<file path="config.mk">
export PLATFORM = sky130hd
export DESIGN_NAME = pix_out_fmt
export DESIGN_NICKNAME = d
export VERILOG_FILES = /design/src/rtl/pof_pkg.sv /design/src/rtl/pof_phase.sv /design/src/rtl/pof_packer.sv /design/src/rtl/pof_clkgen.sv /design/src/rtl/pof_gate.sv /design/src/rtl/pix_out_fmt.sv
export SDC_FILE = /design/constraint.sdc
export NUM_CORES = 1
export LEC_CHECK = 0
export BUFFER_PORTS_ARGS = -buffer_cell sky130_fd_sc_hd__buf_2
export CORE_ASPECT_RATIO = 0.5
export CORE_MARGIN = 2
export CORE_UTILIZATION = 47
export CTS_CLUSTER_DIAMETER = 200
export CTS_CLUSTER_SIZE = 24
export DETAILED_ROUTE_END_ITERATION = 12
export HOLD_SLACK_MARGIN = 0.12
export PLACE_DENSITY_LB_ADDON = 0.08
export SETUP_SLACK_MARGIN = 0.15
export SLEW_MARGIN = 15
export SYNTH_ARGS = -nofsm -noshare
export SYNTH_HDL_FRONTEND = slang
export SYNTH_SLANG_ARGS = --single-unit
</file>
<file path="constraint.sdc">
create_clock -name clk -period 1.15 [get_ports clk]
set_input_delay 0.1725 -clock clk [delete_from_list [all_inputs] [get_ports clk]]
set_output_delay 0.1725 -clock clk [all_outputs]
set_load 0.005 [all_outputs]
</file>
<file path="src/rtl/pof_pkg.sv">
package pof_pkg;
   localparam int NUM_CH  = 3;
   localparam int NUM_CTL = 3;

   typedef struct packed {
      logic               de;
      logic               hs;
      logic               vs;
      logic [NUM_CTL-1:0] ctl;
   } vid_ctrl_t;

   typedef enum logic {
      SLOT_EVEN = 1'b0,
      SLOT_ODD  = 1'b1
   } slot_e;
endpackage

</file>
<file path="src/rtl/pof_phase.sv">
module pof_phase
   import pof_pkg::*;
(
   input  logic clk,
   input  logic rst_n,
   input  logic de,
   output logic odd_now
);
   slot_e nxt_slot;
   logic  de_d;
   logic  de_rise;

   assign de_rise = de && !de_d;
   assign odd_now = (nxt_slot == SLOT_ODD) && !de_rise;

   always_ff @(posedge clk) begin
      if (!rst_n) begin
         nxt_slot <= SLOT_EVEN;
         de_d     <= 1'b0;
      end else begin
         nxt_slot <= odd_now ? SLOT_EVEN : SLOT_ODD;
         de_d     <= de;
      end
   end
endmodule

</file>
<file path="src/rtl/pof_packer.sv">
module pof_packer
   import pof_pkg::*;
#(
   parameter int CH_W      = 8,
   parameter int NAR_W     = 6,
   parameter bit ZERO_FILL = 1'b1,
   localparam int PIX_W    = NUM_CH * CH_W,
   localparam int HALF_W   = NUM_CH * NAR_W,
   localparam int BUS_W    = 2 * HALF_W
)(
   input  logic             clk,
   input  logic             rst_n,
   input  logic [PIX_W-1:0] pix,
   input  vid_ctrl_t        ctl_in,
   input  logic             dual,
   input  logic             odd_now,
   output logic [BUS_W-1:0] data_q,
   output vid_ctrl_t        ctl_q,
   output logic             pair_q
);
   localparam int PAD_W = BUS_W - PIX_W;

   logic [HALF_W-1:0] nar;
   logic [HALF_W-1:0] ev_nar;
   vid_ctrl_t         ev_ctl;
   logic [HALF_W-1:0] odd_half;
   logic [BUS_W-1:0]  single_word;

   for (genvar c = 0; c < NUM_CH; c++) begin : g_trim
      assign nar[c*NAR_W +: NAR_W] = pix[c*CH_W + CH_W - NAR_W +: NAR_W];
   end

   if (PAD_W > 0) begin : g_pad
      assign single_word = {{PAD_W{1'b0}}, pix};
   end else begin : g_nopad
      assign single_word = pix[BUS_W-1:0];
   end

   if (ZERO_FILL) begin : g_zfill
      assign odd_half = (!ctl_in.de && ev_ctl.de) ? '0 : nar;
   end else begin : g_keep
      assign odd_half = nar;
   end

   always_ff @(posedge clk) begin
      if (!rst_n) begin
         ev_nar <= '0;
         ev_ctl <= '0;
      end else if (!odd_now) begin
         ev_nar <= nar;
         ev_ctl <= ctl_in;
      end
   end

   always_ff @(posedge clk) begin
      if (!rst_n) begin
         data_q <= '0;
         ctl_q  <= '0;
         pair_q <= 1'b0;
      end else begin
         pair_q <= dual && odd_now;
         if (!dual) begin
            data_q <= single_word;
            ctl_q  <= ctl_in;
         end else if (odd_now) begin
            data_q <= {odd_half, ev_nar};
            ctl_q  <= ev_ctl;
         end
      end
   end
endmodule

</file>
<file path="src/rtl/pof_clkgen.sv">
module pof_clkgen (
   input  logic clk,
   input  logic rst_n,
   input  logic stop_en,
   input  logic pol,
   input  logic dual,
   input  logic de_q,
   input  logic pair_q,
   output logic run_raw,
   output logic half_raw,
   output logic pol_raw
);
   logic stop_r;
   logic pol_r;
   logic mode_r;

   always_ff @(posedge clk) begin
      if (!rst_n) begin
         stop_r <= 1'b0;
         pol_r  <= 1'b0;
         mode_r <= 1'b0;
      end else begin
         stop_r <= stop_en;
         pol_r  <= pol;
         mode_r <= dual;
      end
   end

   assign run_raw  = !(stop_r && !de_q);
   assign half_raw = mode_r && run_raw && (pair_q ^ pol_r);
   assign pol_raw  = pol_r;
endmodule

</file>
<file path="src/rtl/pof_gate.sv">
module pof_gate
   import pof_pkg::*;
#(
   parameter int BUS_W = 36
)(
   input  logic               clk,
   input  logic               rst_n,
   input  logic               pd_n,
   input  logic               pdo_n,
   input  logic               lock_in,
   input  logic [BUS_W-1:0]   data_raw,
   input  vid_ctrl_t          ctl_raw,
   input  logic               run_raw,
   input  logic               half_raw,
   input  logic               pol_raw,
   output logic [BUS_W-1:0]   data_o,
   output logic               de_o,
   output logic               hs_o,
   output logic               vs_o,
   output logic [NUM_CTL-1:0] ctl_o,
   output logic               lock_o,
   output logic               run_o,
   output logic               half_o,
   output logic               pol_o,
   output logic               en_main,
   output logic               en_aux
);
   logic lock_q;

   always_ff @(posedge clk) begin
      if (!rst_n) begin
         en_main <= 1'b0;
         en_aux  <= 1'b0;
         lock_q  <= 1'b0;
      end else begin
         en_main <= pd_n && pdo_n;
         en_aux  <= pd_n;
         lock_q  <= lock_in;
      end
   end

   assign data_o = en_main ? data_raw : '0;
   assign de_o   = en_main && ctl_raw.de;
   assign hs_o   = en_main && ctl_raw.hs;
   assign vs_o   = en_main && ctl_raw.vs;
   assign run_o  = en_main && run_raw;
   assign half_o = en_main && half_raw;
   assign pol_o  = en_main && pol_raw;
   assign lock_o = en_aux && lock_q;

   for (genvar k = 0; k < NUM_CTL; k++) begin : g_ctl
      if (k == 0) begin : g_aux
         assign ctl_o[k] = en_aux && ctl_raw.ctl[k];
      end else begin : g_main
         assign ctl_o[k] = en_main && ctl_raw.ctl[k];
      end
   end
endmodule

</file>
<file path="src/rtl/pix_out_fmt.sv">
module pix_out_fmt
   import pof_pkg::*;
#(
   parameter int CH_W      = 8,
   parameter int NAR_W     = 6,
   parameter bit ZERO_FILL = 1'b1,
   localparam int BUS_W    = 2 * NUM_CH * NAR_W
)(
   input  logic               clk,
   input  logic               rst_n,
   input  logic [CH_W-1:0]    pix_r,
   input  logic [CH_W-1:0]    pix_g,
   input  logic [CH_W-1:0]    pix_b,
   input  logic               vid_de,
   input  logic               vid_hs,
   input  logic               vid_vs,
   input  logic [NUM_CTL-1:0] vid_ctl,
   input  logic               sel_dual,
   input  logic               sel_inv,
   input  logic               sel_stop,
   input  logic               pdo_n,
   input  logic               pd_n,
   input  logic               lock_in,
   output logic [BUS_W-1:0]   out_data,
   output logic               out_de,
   output logic               out_hs,
   output logic               out_vs,
   output logic [NUM_CTL-1:0] out_ctl,
   output logic               out_lock,
   output logic               ock_run,
   output logic               ock_half,
   output logic               ock_pol,
   output logic               oe_main,
   output logic               oe_aux
);
   if (NAR_W < 1 || NAR_W > CH_W) begin : g_bad_nar
      $error("pix_out_fmt: NAR_W must lie between 1 and CH_W");
   end
   if (NUM_CH * CH_W > BUS_W) begin : g_bad_bus
      $error("pix_out_fmt: a full-width pixel does not fit the packed bus");
   end

   logic [NUM_CH*CH_W-1:0] pix;
   vid_ctrl_t              ctl_in;
   vid_ctrl_t              ctl_q;
   logic [BUS_W-1:0]       data_q;
   logic                   odd_now;
   logic                   pair_q;
   logic                   run_raw;
   logic                   half_raw;
   logic                   pol_raw;

   assign pix        = {pix_r, pix_g, pix_b};
   assign ctl_in.de  = vid_de;
   assign ctl_in.hs  = vid_hs;
   assign ctl_in.vs  = vid_vs;
   assign ctl_in.ctl = vid_ctl;

   pof_phase u_phase (
      .clk     (clk),
      .rst_n   (rst_n),
      .de      (vid_de),
      .odd_now (odd_now)
   );

   pof_packer #(.CH_W(CH_W), .NAR_W(NAR_W), .ZERO_FILL(ZERO_FILL)) u_pack (
      .clk     (clk),
      .rst_n   (rst_n),
      .pix     (pix),
      .ctl_in  (ctl_in),
      .dual    (sel_dual),
      .odd_now (odd_now),
      .data_q  (data_q),
      .ctl_q   (ctl_q),
      .pair_q  (pair_q)
   );

   pof_clkgen u_clk (
      .clk      (clk),
      .rst_n    (rst_n),
      .stop_en  (sel_stop),
      .pol      (sel_inv),
      .dual     (sel_dual),
      .de_q     (ctl_q.de),
      .pair_q   (pair_q),
      .run_raw  (run_raw),
      .half_raw (half_raw),
      .pol_raw  (pol_raw)
   );

   pof_gate #(.BUS_W(BUS_W)) u_gate (
      .clk      (clk),
      .rst_n    (rst_n),
      .pd_n     (pd_n),
      .pdo_n    (pdo_n),
      .lock_in  (lock_in),
      .data_raw (data_q),
      .ctl_raw  (ctl_q),
      .run_raw  (run_raw),
      .half_raw (half_raw),
      .pol_raw  (pol_raw),
      .data_o   (out_data),
      .de_o     (out_de),
      .hs_o     (out_hs),
      .vs_o     (out_vs),
      .ctl_o    (out_ctl),
      .lock_o   (out_lock),
      .run_o    (ock_run),
      .half_o   (ock_half),
      .pol_o    (ock_pol),
      .en_main  (oe_main),
      .en_aux   (oe_aux)
   );
endmodule

</file>
==> metrics <==
status=finished with violations; violated checks=negative setup slack; library cells used by synthesis=24; DR WL/cell=19.8 um; Routed Antenna Nets=0; largest net degree at the start of global routing=62; Final GP Congestion=0.812; CTS tree=built; WP data required=980 ps; CTS max path bufs=2; Crit. End Element=primary output; sw frac=27.3%; Final WS setup=-212 ps; row count=21; die area=7780 um2; Mapped Avg Cell Area=8.56 um2; RSZ-0062 raised after global routing=yes; DPL Wire Length=6010 um; relative slew slack=57.9%; vias per cell=6.07; clk slew on worst S/H paths=60 ps; Clock Power Share=39.6%; final number of max-transition violations=0; CTS Sinks=75; # diodes=0; Top FF cell, synth=dfxtp_1; EDFF count, synth=0; Root Buffer=clkbuf_16; CP arrival=1190 ps; fmax=0.734 GHz; Core Region=6750 um2; Slowest cell on crit path=dfxtp_4; Mapped Area=3310 um2; r2r setup slk=-190 ps; gr usage total=29.1%; Core Util, Final=80.0%; clock buffer count from CTS=9; number of remaining DRC errors=0; layout cells sized above 1=47.0%; PD cells=1290 nW/um2; RR Endpoint=u_pack.data_q[5]; r2r startpoint=u_phase.de_d; leading area contributor after synthesis=dfxtp_1; routed wire length=11900 um; H-Tree Depth=3; Worst Setup Start Kind=flip-flop; synthesized flop and latch total=75; CP max FO=22; CP Cell Sequence=buf_8 -> and2_1 -> buf_2; Max IR drop VDD=0.00106 V; Syn Nets=425; final hold viol count=0; initial antenna violation count=0; worst reg-to-reg path cell count=6; chip width=123 um; GR Overflow Total=0; cell with the most instances after synthesis=dfxtp_1; Leak=0.00220 uW; ys async rst share=0%; biggest cell delay along the critical path=380 ps; # nets final=543; Int Power=5090 uW; max-cap violation count=0; final setup fails=110; DR vias=3648; initial DRC count=395; final period utilization=118%; Clock Latency Late Sink=340 ps; pre-CTS setup slack=13.8 ps; Hold Path Origin=pix_g[7]; total power=7000 uW; hold path depth=3; Post-synth top cells=dfxtp_1 (75), and2_1 (51), o21ai_0 (44), o21ai_1 (40), a21boi_1 (30); Synth area leaders=dfxtp_1 (45%), and2_1 (9.6%), a21boi_1 (6.8%), o21ai_0 (6.6%), o21ai_1 (6.0%); DRT Pass-1 Iters=5; Logic pwr share=19.6%; Die Span Y=63.4 um; first-pass GRT wire length=17300 um; total negative slack=-14950 ps; share of the synthesized area in the top cell type=45.3%; post-synthesis sequential area ratio=45.3%; Reg power frac=40.8%; vias in the first global route=3368; Warnings, synthesis=0; minimum clock period=1360 ps; sw power=1910 uW; fin cells=601; DP Cell Count=539; Starting Density=49.0%; Crit path max-delay family=flip-flops; Synth-to-Final Area Change=63.2%; cell count after synthesis=387; CP Class=flip-flop to primary output; crit path buf inv count=2; I/O pin count=86; clock skew=3.15 ps; Port Buffers=85; HP Class=input pin to flip-flop; Worst-Margin Slew=630 ps; WHS Endpoint=u_pack.ev_nar[11]
[final cells by class]
| type | instances | area, um2 |
|---|---|---|
| multi-input cells | 266 | 2000 |
| flip-flops and latches | 75 | 1510 |
| repair buffers | 150 | 1480 |
| fillers | 408 | 1350 |
| clock buffers | 9 | 225 |
| well taps | 92 | 115 |
| clock inverters | 6 | 57.6 |
| inverters | 3 | 11.3 |
[layout by cell type, fill, tap and decap left out, types with 4 or more instances in the layout]
master | netlist | routed
buf_6 | 6 | 18
buf_2 | 14 | 75
dfxtp_1 | 75 | 69
a31oi_1 | 24 | 24
o21ai_2 | 0 | 46
o221ai_2 | 0 | 5
a21oi_1 | 12 | 6
buf_12 | 0 | 15
o21ai_4 | 0 | 12
nand3_1 | 24 | 24
buf_4 | 3 | 10
and2_1 | 51 | 41
clkbuf_16 | 0 | 12
nand4_1 | 18 | 18
and2_4 | 0 | 10
clkinv_2 | 0 | 4
o21ai_0 | 44 | 24
dlygate4sd3_1 | 0 | 19
buf_16 | 0 | 9
a21oi_2 | 0 | 6
nand2b_1 | 8 | 7
dfxtp_2 | 0 | 4
a21boi_1 | 30 | 29
[cells by family (layout without fill, tap and decap cells)]
logic type	Yosys count	in the layout	share of synthesized area [%]
flip-flops	75	75	45.3
AO/OA/AOI/OAI	157	157	27.7
XOR/XNOR	1	1	0.264
buffers and inverters	46	168	7.48
AND/OR/NAND/NOR	108	108	19.3
[worst register-to-register path, cell delays in order (launching register included)]
cell	delay, ps
dfxtp_2	320
and2b_4	320
buf_6	150
buf_12	110
buf_16	130
o21ai_2	60
a31oi_1	180
[repair_timing]
item | 4_1_cts | 5_1_grt
setup endpoints to repair | 114 | 114
gates resized for setup | 110 | 55
cloned | 9 | 3
pin swaps | 54 | 26
endpoints found under the hold margin | 19 | 0
hold buffers | 19 | 0
setup buffers | 12 | 4
[how the worst max path moves through the flow]
stage	to	from	cells after the start	slack, ps
floorplan	u_pack.ctl_q[0]	u_phase.de_d	5	60
global placement	u_pack.ev_nar[8]	u_phase.de_d	4	20
detailed placement	u_pack.ev_nar[9]	u_phase.de_d	4	10
CTS	out_data[2]	u_gate.en_main	3	-170
global route	out_data[26]	u_gate.en_main	3	-250
finish	out_data[26]	u_gate.en_main	3	-210
[flip-flops by register name, indices dropped and copies added, names as in the netlist]
register / flops
u_clk.mode_r: 1
u_clk.pol_raw: 1
u_clk.stop_r: 1
u_gate.en_aux: 1
u_gate.en_main: 1
u_gate.lock_q: 1
u_pack.ctl_q: 6
u_pack.data_q: 36
u_pack.ev_ctl: 6
u_pack.ev_nar: 18
u_pack.pair_q: 1
u_phase.de_d: 1
u_phase.nxt_slot: 1
[power groups by stage]
stage | logic [uW] | registers, uW | clock network, uW
6_report | 1370 | 2860 | 2770
5_1_grt | 1450 | 2870 | 2880
4_1_cts | 1170 | 2840 | 2760
3_5_place_dp | 740 | 2890 | 0
3_3_place_gp | 722 | 2880 | 0
2_1_floorplan | 489 | 2860 | 0
[layer usage]
metal  GRT usage, %  wire, um  part of all wire [%]  up-vias
li1               -         -                     -     1649
met4           11.2       262                   2.2        0
met5              0         0                     0        -
met2           44.8      5350                    45      203
met1           40.2      5420                    45     1764
met3           5.80       891                   7.5       32
[stage by stage]
| step | area [um2] | hold WS, ps |
|---|---|---|
| 6_report | 5410 | 113 |
| 3_3_place_gp | 3830 | 381 |
| 4_1_cts | 5050 | 120 |
| 3_5_place_dp | 3830 | 393 |
| 5_1_grt | 5410 | 121 |
| 2_1_floorplan | 3320 | 294 |
No activity file was read; power rests on OpenSTA's default activity.
